**src/rtl/cpg_pkg.sv**
```systemverilog
// Package: shared write-kind encoding and side numbering for the parity guard.
// Assumes two cache sides, numbered instruction = 0, data = 1.
package cpg_pkg;
    typedef enum logic [1:0] {
        WK_FILL  = 2'd0,
        WK_STORE = 2'd1,
        WK_ZERO  = 2'd2,
        WK_ALLOC = 2'd3
    } wr_kind_e;

    localparam int SIDE_I    = 0;
    localparam int SIDE_D    = 1;
    localparam int NUM_SIDES = 2;
endpackage

```
**src/rtl/cpg_csr.sv**
```systemverilog
// Module: the two per-side control registers (check enable, inject).
// The inject bit is accepted only when the same write also sets the check
// enable bit. Assumes one write per cycle, selected by csr_side.
module cpg_csr
    import cpg_pkg::*;
(
    input  logic                 clk,
    input  logic                 rst_n,
    input  logic                 csr_we,
    input  logic                 csr_side,
    input  logic [1:0]           csr_wdata,
    output logic [NUM_SIDES-1:0] chk_en,
    output logic [NUM_SIDES-1:0] inj_en
);
    for (genvar s = 0; s < NUM_SIDES; s++) begin : g_side
        logic sel;
        assign sel = csr_we && (csr_side == s[0]);

        // Load this side's check and gated inject bits on a selected write.
        always_ff @(posedge clk) begin
            if (!rst_n) begin
                chk_en[s] <= 1'b0;
                inj_en[s] <= 1'b0;
            end else if (sel) begin
                chk_en[s] <= csr_wdata[0];
                inj_en[s] <= csr_wdata[1] & csr_wdata[0];
            end
        end
    end
endmodule

```
**src/rtl/cpg_bank.sv**
```systemverilog
// Module: one side's data array with per-byte parity storage.
// Computes even parity per byte on writes, inverting it while inject is set.
// Non-fill writes are dropped unless ALLOW_STORE is set. Reads are
// combinational from the array, so a same-cycle write is not yet visible.
module cpg_bank
    import cpg_pkg::*;
#(
    parameter int DATA_W      = 32,
    parameter int DEPTH       = 16,
    parameter bit ALLOW_STORE = 1'b1,
    localparam int BYTES      = DATA_W / 8,
    localparam int IDX_W      = $clog2(DEPTH)
) (
    input  logic              clk,
    input  logic              rst_n,
    input  logic              we,
    input  logic [1:0]        kind,
    input  logic [IDX_W-1:0]  wr_idx,
    input  logic [DATA_W-1:0] wdata,
    input  logic [BYTES-1:0]  be,
    input  logic              inject,
    input  logic [IDX_W-1:0]  rd_idx,
    output logic [DATA_W-1:0] rdata,
    output logic [BYTES-1:0]  rpar
);
    logic [DATA_W-1:0] mem  [DEPTH];
    logic [BYTES-1:0]  pmem [DEPTH];

    wr_kind_e          kind_e;
    logic              accept;
    logic              zeroing;
    logic [BYTES-1:0]  byte_wr;
    logic [7:0]        byte_new [BYTES];
    logic [BYTES-1:0]  par_new;

    assign kind_e  = wr_kind_e'(kind);
    assign zeroing = (kind_e == WK_ZERO) || (kind_e == WK_ALLOC);

    // Decide whether this write is legal for this side.
    always_comb begin
        accept = we && (ALLOW_STORE || (kind_e == WK_FILL));
    end

    for (genvar b = 0; b < BYTES; b++) begin : g_byte
        // Per-byte new value, enable and parity (inverted under injection).
        always_comb begin
            byte_new[b] = zeroing ? 8'h00 : wdata[8*b +: 8];
            byte_wr[b]  = accept && ((kind_e != WK_STORE) || be[b]);
            par_new[b]  = (^byte_new[b]) ^ inject;
        end
    end

    // Update array bytes and parity bits; clear everything in reset.
    always_ff @(posedge clk) begin
        if (!rst_n) begin
            for (int i = 0; i < DEPTH; i++) begin
                mem[i]  <= '0;
                pmem[i] <= '0;
            end
        end else begin
            for (int b = 0; b < BYTES; b++) begin
                if (byte_wr[b]) begin
                    mem[wr_idx][8*b +: 8] <= byte_new[b];
                    pmem[wr_idx][b]       <= par_new[b];
                end
            end
        end
    end

    // Combinational read port.
    always_comb begin
        rdata = mem[rd_idx];
        rpar  = pmem[rd_idx];
    end
endmodule

```
**src/rtl/cpg_err_detect.sv**
```systemverilog
// Module: read response register and parity checker.
// Recomputes parity of the selected word, compares it with the stored bits
// and registers a one-cycle machine-check pulse when the side's check
// enable was set in the read cycle. Side and index hold until the next error.
module cpg_err_detect
    import cpg_pkg::*;
#(
    parameter int DATA_W = 32,
    parameter int IDX_W  = 4,
    localparam int BYTES = DATA_W / 8
) (
    input  logic                 clk,
    input  logic                 rst_n,
    input  logic                 rd_en,
    input  logic                 rd_side,
    input  logic [IDX_W-1:0]     rd_idx,
    input  logic [DATA_W-1:0]    rdata,
    input  logic [BYTES-1:0]     rpar,
    input  logic [NUM_SIDES-1:0] chk_en,
    output logic                 rd_valid,
    output logic [DATA_W-1:0]    rd_data,
    output logic [BYTES-1:0]     rd_par,
    output logic                 mc_err,
    output logic                 mc_err_side,
    output logic [IDX_W-1:0]     mc_err_idx
);
    logic [BYTES-1:0] calc_par;
    logic             mismatch;
    logic             hit;

    for (genvar b = 0; b < BYTES; b++) begin : g_calc
        assign calc_par[b] = ^rdata[8*b +: 8];
    end

    // Error condition seen in the read cycle.
    always_comb begin
        mismatch = |(calc_par ^ rpar);
        hit      = rd_en && chk_en[rd_side] && mismatch;
    end

    // Register the read response.
    always_ff @(posedge clk) begin
        if (!rst_n) begin
            rd_valid <= 1'b0;
            rd_data  <= '0;
            rd_par   <= '0;
        end else begin
            rd_valid <= rd_en;
            if (rd_en) begin
                rd_data <= rdata;
                rd_par  <= rpar;
            end
        end
    end

    // Register the machine-check pulse and its location.
    always_ff @(posedge clk) begin
        if (!rst_n) begin
            mc_err      <= 1'b0;
            mc_err_side <= 1'b0;
            mc_err_idx  <= '0;
        end else begin
            mc_err <= hit;
            if (hit) begin
                mc_err_side <= rd_side;
                mc_err_idx  <= rd_idx;
            end
        end
    end
endmodule

```
**src/rtl/cache_parity_guard.sv**
```systemverilog
// Module: top of the cache parity guard.
// Holds the control registers, one array bank per side (the instruction
// bank accepts fills only) and the shared read checker. Assumes at most one
// write and one read per cycle.
module cache_parity_guard
    import cpg_pkg::*;
#(
    parameter int DATA_W  = 32,
    parameter int DEPTH   = 16,
    localparam int BYTES  = DATA_W / 8,
    localparam int IDX_W  = $clog2(DEPTH)
) (
    input  logic              clk,
    input  logic              rst_n,
    input  logic              csr_we,
    input  logic              csr_side,
    input  logic [1:0]        csr_wdata,
    input  logic              wr_en,
    input  logic              wr_side,
    input  logic [1:0]        wr_kind,
    input  logic [IDX_W-1:0]  wr_idx,
    input  logic [DATA_W-1:0] wr_data,
    input  logic [BYTES-1:0]  wr_be,
    input  logic              rd_en,
    input  logic              rd_side,
    input  logic [IDX_W-1:0]  rd_idx,
    output logic              rd_valid,
    output logic [DATA_W-1:0] rd_data,
    output logic [BYTES-1:0]  rd_par,
    output logic              mc_err,
    output logic              mc_err_side,
    output logic [IDX_W-1:0]  mc_err_idx
);
    logic [NUM_SIDES-1:0] chk_en;
    logic [NUM_SIDES-1:0] inj_en;
    logic [DATA_W-1:0]    bank_rdata [NUM_SIDES];
    logic [BYTES-1:0]     bank_rpar  [NUM_SIDES];
    logic [DATA_W-1:0]    sel_rdata;
    logic [BYTES-1:0]     sel_rpar;

    cpg_csr u_csr (
        .clk       (clk),
        .rst_n     (rst_n),
        .csr_we    (csr_we),
        .csr_side  (csr_side),
        .csr_wdata (csr_wdata),
        .chk_en    (chk_en),
        .inj_en    (inj_en)
    );

    for (genvar s = 0; s < NUM_SIDES; s++) begin : g_bank
        logic bank_we;
        assign bank_we = wr_en && (wr_side == s[0]);

        cpg_bank #(
            .DATA_W      (DATA_W),
            .DEPTH       (DEPTH),
            .ALLOW_STORE (s == SIDE_D)
        ) u_bank (
            .clk    (clk),
            .rst_n  (rst_n),
            .we     (bank_we),
            .kind   (wr_kind),
            .wr_idx (wr_idx),
            .wdata  (wr_data),
            .be     (wr_be),
            .inject (inj_en[s]),
            .rd_idx (rd_idx),
            .rdata  (bank_rdata[s]),
            .rpar   (bank_rpar[s])
        );
    end

    // Pick the read word of the addressed side.
    always_comb begin
        sel_rdata = bank_rdata[rd_side];
        sel_rpar  = bank_rpar[rd_side];
    end

    cpg_err_detect #(
        .DATA_W (DATA_W),
        .IDX_W  (IDX_W)
    ) u_det (
        .clk         (clk),
        .rst_n       (rst_n),
        .rd_en       (rd_en),
        .rd_side     (rd_side),
        .rd_idx      (rd_idx),
        .rdata       (sel_rdata),
        .rpar        (sel_rpar),
        .chk_en      (chk_en),
        .rd_valid    (rd_valid),
        .rd_data     (rd_data),
        .rd_par      (rd_par),
        .mc_err      (mc_err),
        .mc_err_side (mc_err_side),
        .mc_err_idx  (mc_err_idx)
    );
endmodule

```
**config.mk**
```make
export PLATFORM = sky130hd
export DESIGN_NAME = cache_parity_guard
export DESIGN_NICKNAME = d
export VERILOG_FILES = /design/src/rtl/cpg_pkg.sv /design/src/rtl/cpg_csr.sv /design/src/rtl/cpg_bank.sv /design/src/rtl/cpg_err_detect.sv /design/src/rtl/cache_parity_guard.sv
export SDC_FILE = /design/constraint.sdc
export NUM_CORES = 2
export LEC_CHECK = 0
export ABC_AREA = 1
export BUFFER_PORTS_ARGS = -buffer_cell sky130_fd_sc_hd__buf_2
export CAP_MARGIN = 20
export CORE_ASPECT_RATIO = 1.2
export CORE_MARGIN = 3
export CORE_UTILIZATION = 30
export CTS_CLUSTER_DIAMETER = 150
export CTS_CLUSTER_SIZE = 20
export DETAILED_ROUTE_END_ITERATION = 8
export PLACE_DENSITY = 0.55
export SLEW_MARGIN = 10
export SYNTH_ARGS = -nofsm -noshare
export SYNTH_HDL_FRONTEND = slang
export SYNTH_SLANG_ARGS = --single-unit
```
**constraint.sdc**
```tcl
create_clock -name clk -period 3.6 [get_ports clk]
set_clock_uncertainty 0.05 [all_clocks]
set_input_delay 0.72 -clock clk [delete_from_list [all_inputs] [get_ports clk]]
set_output_delay 0.72 -clock clk [all_outputs]
set_load 0.005 [all_outputs]
```
==> summary.md <==
| Metric | Value |
|---|---|
| Critical Path AT | `just under 4 ns` |
| Setup Buffers After CTS | `0` |
| Clock Sinks | `about 1200` |
| Initial Utilization | `between 30 and 40%` |
| CTS resizes | `0` |
| GRT Overall Usage | `a little under a fifth` |
| Clk pwr share | `~30%` |
| Crit path from | `rd_idx[0]` |
| Via count | `roughly 42000` |
| H-Tree Depth | `3` |
| Root Buffer | `clkbuf_16` |
| Area growth from synthesis to layout | `12.0%` |
| Synthesized area per cell | `between 9 and 10 um^2` |
| Vias in the first global route | `roughly 41000` |
| Psw | `roughly 7500 uW` |
| Clock latency on the worst-skew pair | `0.71 ns` |
| HP Start | `csr_side` |
| WP buf/inv | `6` |
| Hold Path Sink | `u_csr.chk_en[0]` |
| Max cap viols | `0` |
| Gpl congestion | `0.875` |
| RSZ-0062 raised after global routing | `false` |
| NumNets Final | `roughly 6000` |
| Power Total | `28300 uW` |
| Max_slew headroom | `~38%` |
| Switching part of the total | `about a quarter` |
| Crit Path Class | `in -> reg` |
| Slew @ Worst Pin | `0.934 ns` |
| Share of the synthesized area in the top cell type | `62.7%` |
| Crit start category | `primary input` |
| Drt pass-1 iters | `6` |
| Worst-path clk slew | `approximately 0.09 ns` |
| HPWL after DPL | `between 100000 and 150000 um` |
| Final Hold Fails | `0` |
| Crit end category | `flip-flop` |
| R2r setup slk | `around 0.45 ns` |
| Unique masters post-synth | `28` |
| Die Span Y | `between 400 and 500 um` |
| Dpl ws | `-0.281 ns` |
| Routed Antenna Nets | `0` |
| Pwr dens | `between 400 and 500 nW/um^2` |
| Fin crit share | `roughly nine tenths` |
| Outcome | `finished clean` |
| Min-Delay Path Class | `in -> reg` |
| Pin count of the biggest net entering global routing | `approximately 120` |
| Synth area leader | `edfxtp_1` |
| TritonCTS buffer count | `69` |
| Overflow after GRT | `0` |
| Port Buffers | `between 90 and 100` |
| FF-to-FF Start | `g_bank[0].u_bank.mem[11][30]` |
| Max Buffers Root-to-Sink | `3` |
| Avg WL per Cell | `roughly 21 um` |
| Sequential Power Share | `between 50% and 60%` |
| Post-route DRC | `0` |
| Gate power share | `13.0%` |
| Worst R2R Path Depth | `19` |
| Max Slew Vio Count | `0` |
| Leakage power | `0.0233 uW` |
| Core Footprint | `~180000 um^2` |
| Setup-failing EPs final | `0` |
| Cell count after synthesis | `5897` |
| Hold buffer count at CTS | `0` |
| Worst Path Required | `about 4.2 ns` |
| Tmin final | `around 3.3 ns` |
| Layout cell share with drive strength beyond 1 | `roughly 8.7%` |
| Post-Syn Area | `between 50000 and 60000 um^2` |
| CP Depth | `25` |
| Die Width | `397 um` |
| Std-Cell Rows | `approximately 170` |
| Most Frequent Cell on Critical Path | `nand2_1` |
| Die area | `about 190000 um^2` |
| CP Max Fanout | `34` |
| Reg2reg end | `u_det.mc_err_idx[2]` |
| Vias/cell | `between 5 and 6` |
| Critical path's slowest cell | `nor2_1` |
| Max Clk Rate | `between 300 and 400 MHz` |
| Antenna violations before repair | `9` |
| Area contributors post-synth | `edfxtp_1 (63%), nand2_1 (13%), nor2_1 (8.4%)` |
| IO Pins | `99` |
| Internal power | `a little over 20000 uW` |
| Drt total wl | `around 180000 um` |
| DRT iter0 DRCs | `~4200` |
| Number of synthesis warnings | `0` |
| Worst VDD drop | `around 0.00033 V` |
| Final WS setup | `0.306 ns` |
| First-pass GRT wire length | `263000 um` |
| Mapped Nets | `between 5000 and 6000` |
| CP top delay family | `simple AND/OR/NAND/NOR gates` |
| Seq cells post-synth | `between 1000 and 1500` |
| CTS tree | `done` |
| Hold Path Cell Cnt | `3` |
| Post-synthesis sequential area ratio | `between 60% and 70%` |
| CP max stage delay | `~0.54 ns` |
[worst max-delay path by stage]
stage                                     end  slack [ns]
after floorplan           u_det.mc_err_idx[0]        0.86
after global placement    u_det.mc_err_idx[1]       -0.29
after detailed placement  u_det.mc_err_idx[2]       -0.28
after CTS                 u_det.mc_err_idx[2]        0.48
after global routing      u_det.mc_err_idx[0]        0.07
final                     u_det.mc_err_idx[2]        0.31
[Yosys cell counts, drive strengths merged]
library cell  instances
nand2              1884
nor2               1230
edfxtp             1152
nand3               870
clkbuf              244
buf                 211
o21ai                95
dfxtp                47
inv                  46
a21oi                44
xor2                 24
o22ai                23
xnor2                12
o211ai                4
o31ai                 4
nand3b                2
a211oi                1
a32o                  1
clkinv                1
nor3                  1
nor4                  1
[area by class of cell]
type	instances	area (um^2)
flip-flops and latches	1199	35500
well taps	2422	3030
multi-input cells	4196	17400
fillers	18700	120000
diodes	4	10.0
repair buffers	409	3620
clock inverters	3	41.3
inverters	47	215
clock buffers	103	1940
[registers in the layout, summed over array words and instances (netlist names)]
signal	cells
g_bank.u_bank.pmem	128
u_det.rd_data	32
u_det.mc_err_side	1
g_bank.u_bank.mem	1024
u_det.mc_err_idx	4
u_det.mc_err	1
u_det.rd_valid	1
u_csr.chk_en	2
u_csr.inj_en	2
u_det.rd_par	4
[placed cells by master (no fill, tap or decap), types with 16 or more instances in the layout]
master / n
inv_1: 35
nand2_1: 1868
clkbuf_16: 73
buf_2: 93
dfxtp_1: 47
clkbuf_1: 30
xor2_1: 24
o22ai_1: 23
a21oi_1: 44
nand2_2: 16
edfxtp_1: 1152
buf_12: 61
nor2_1: 1229
o21ai_0: 80
nand3_1: 870
buf_4: 251
[routing by layer]
layer | routed length (um) | GRT usage, % | part of all wire, %
met1 | 76300 | 24.9 | 43
met2 | 84700 | 30.8 | 48
met3 | 12000 | 2.18 | 6.8
met4 | 4230 | 5.23 | 2.4
met5 | 13 | 0 | 0.0073
[worst register-to-register path, delay by kind of cell (launching register included)]
| family | cells | cell delay (ns) |
|---|---|---|
| AOI/OAI and AO/OA | 1 | 0.25 |
| DFF | 1 | 0.38 |
| and+or+nand+nor | 18 | 2.43 |
[cell families (layout without fill, tap and decap cells)]
group	after synthesis	in the layout	share of synthesized area, %
other	0	4	0
XOR/XNOR	36	36	0.572
flip-flops	1199	1199	64.4
AND/OR/NAND/NOR	3988	3988	29.1
AO/OA/AOI/OAI	172	172	1.68
buffers and inverters	502	562	4.20
[through the flow]
stage / cells / hold slack, ns / setup TNS (ns) / cell area [um^2] / utilization (%)
after floorplan: 5897 / 0.405 / 0 / 55200 / -
after global placement: 8273 / 0.410 / -3.56 / 59800 / 32.9
after detailed placement: 8273 / 0.419 / -1.48 / 59800 / 32.9
after CTS: 8379 / 0.182 / 0 / 61700 / 34.0
after global routing: 8380 / 0.236 / 0 / 61700 / 34.0
final: 8383 / 0.218 / 0 / 61800 / 34.0
[power by group through the flow]
| stage | combinational (uW) | sequential (uW) | clock, uW |
|---|---|---|---|
| global placement | 3670 | 16500 | 0 |
| global route | 4030 | 16200 | 9010 |
| CTS | 3700 | 16200 | 8580 |
| finish | 3690 | 16200 | 8420 |
| detailed placement | 3690 | 16500 | 0 |
| floorplan | 2090 | 16400 | 0 |
(Power assumes the default switching activity.)
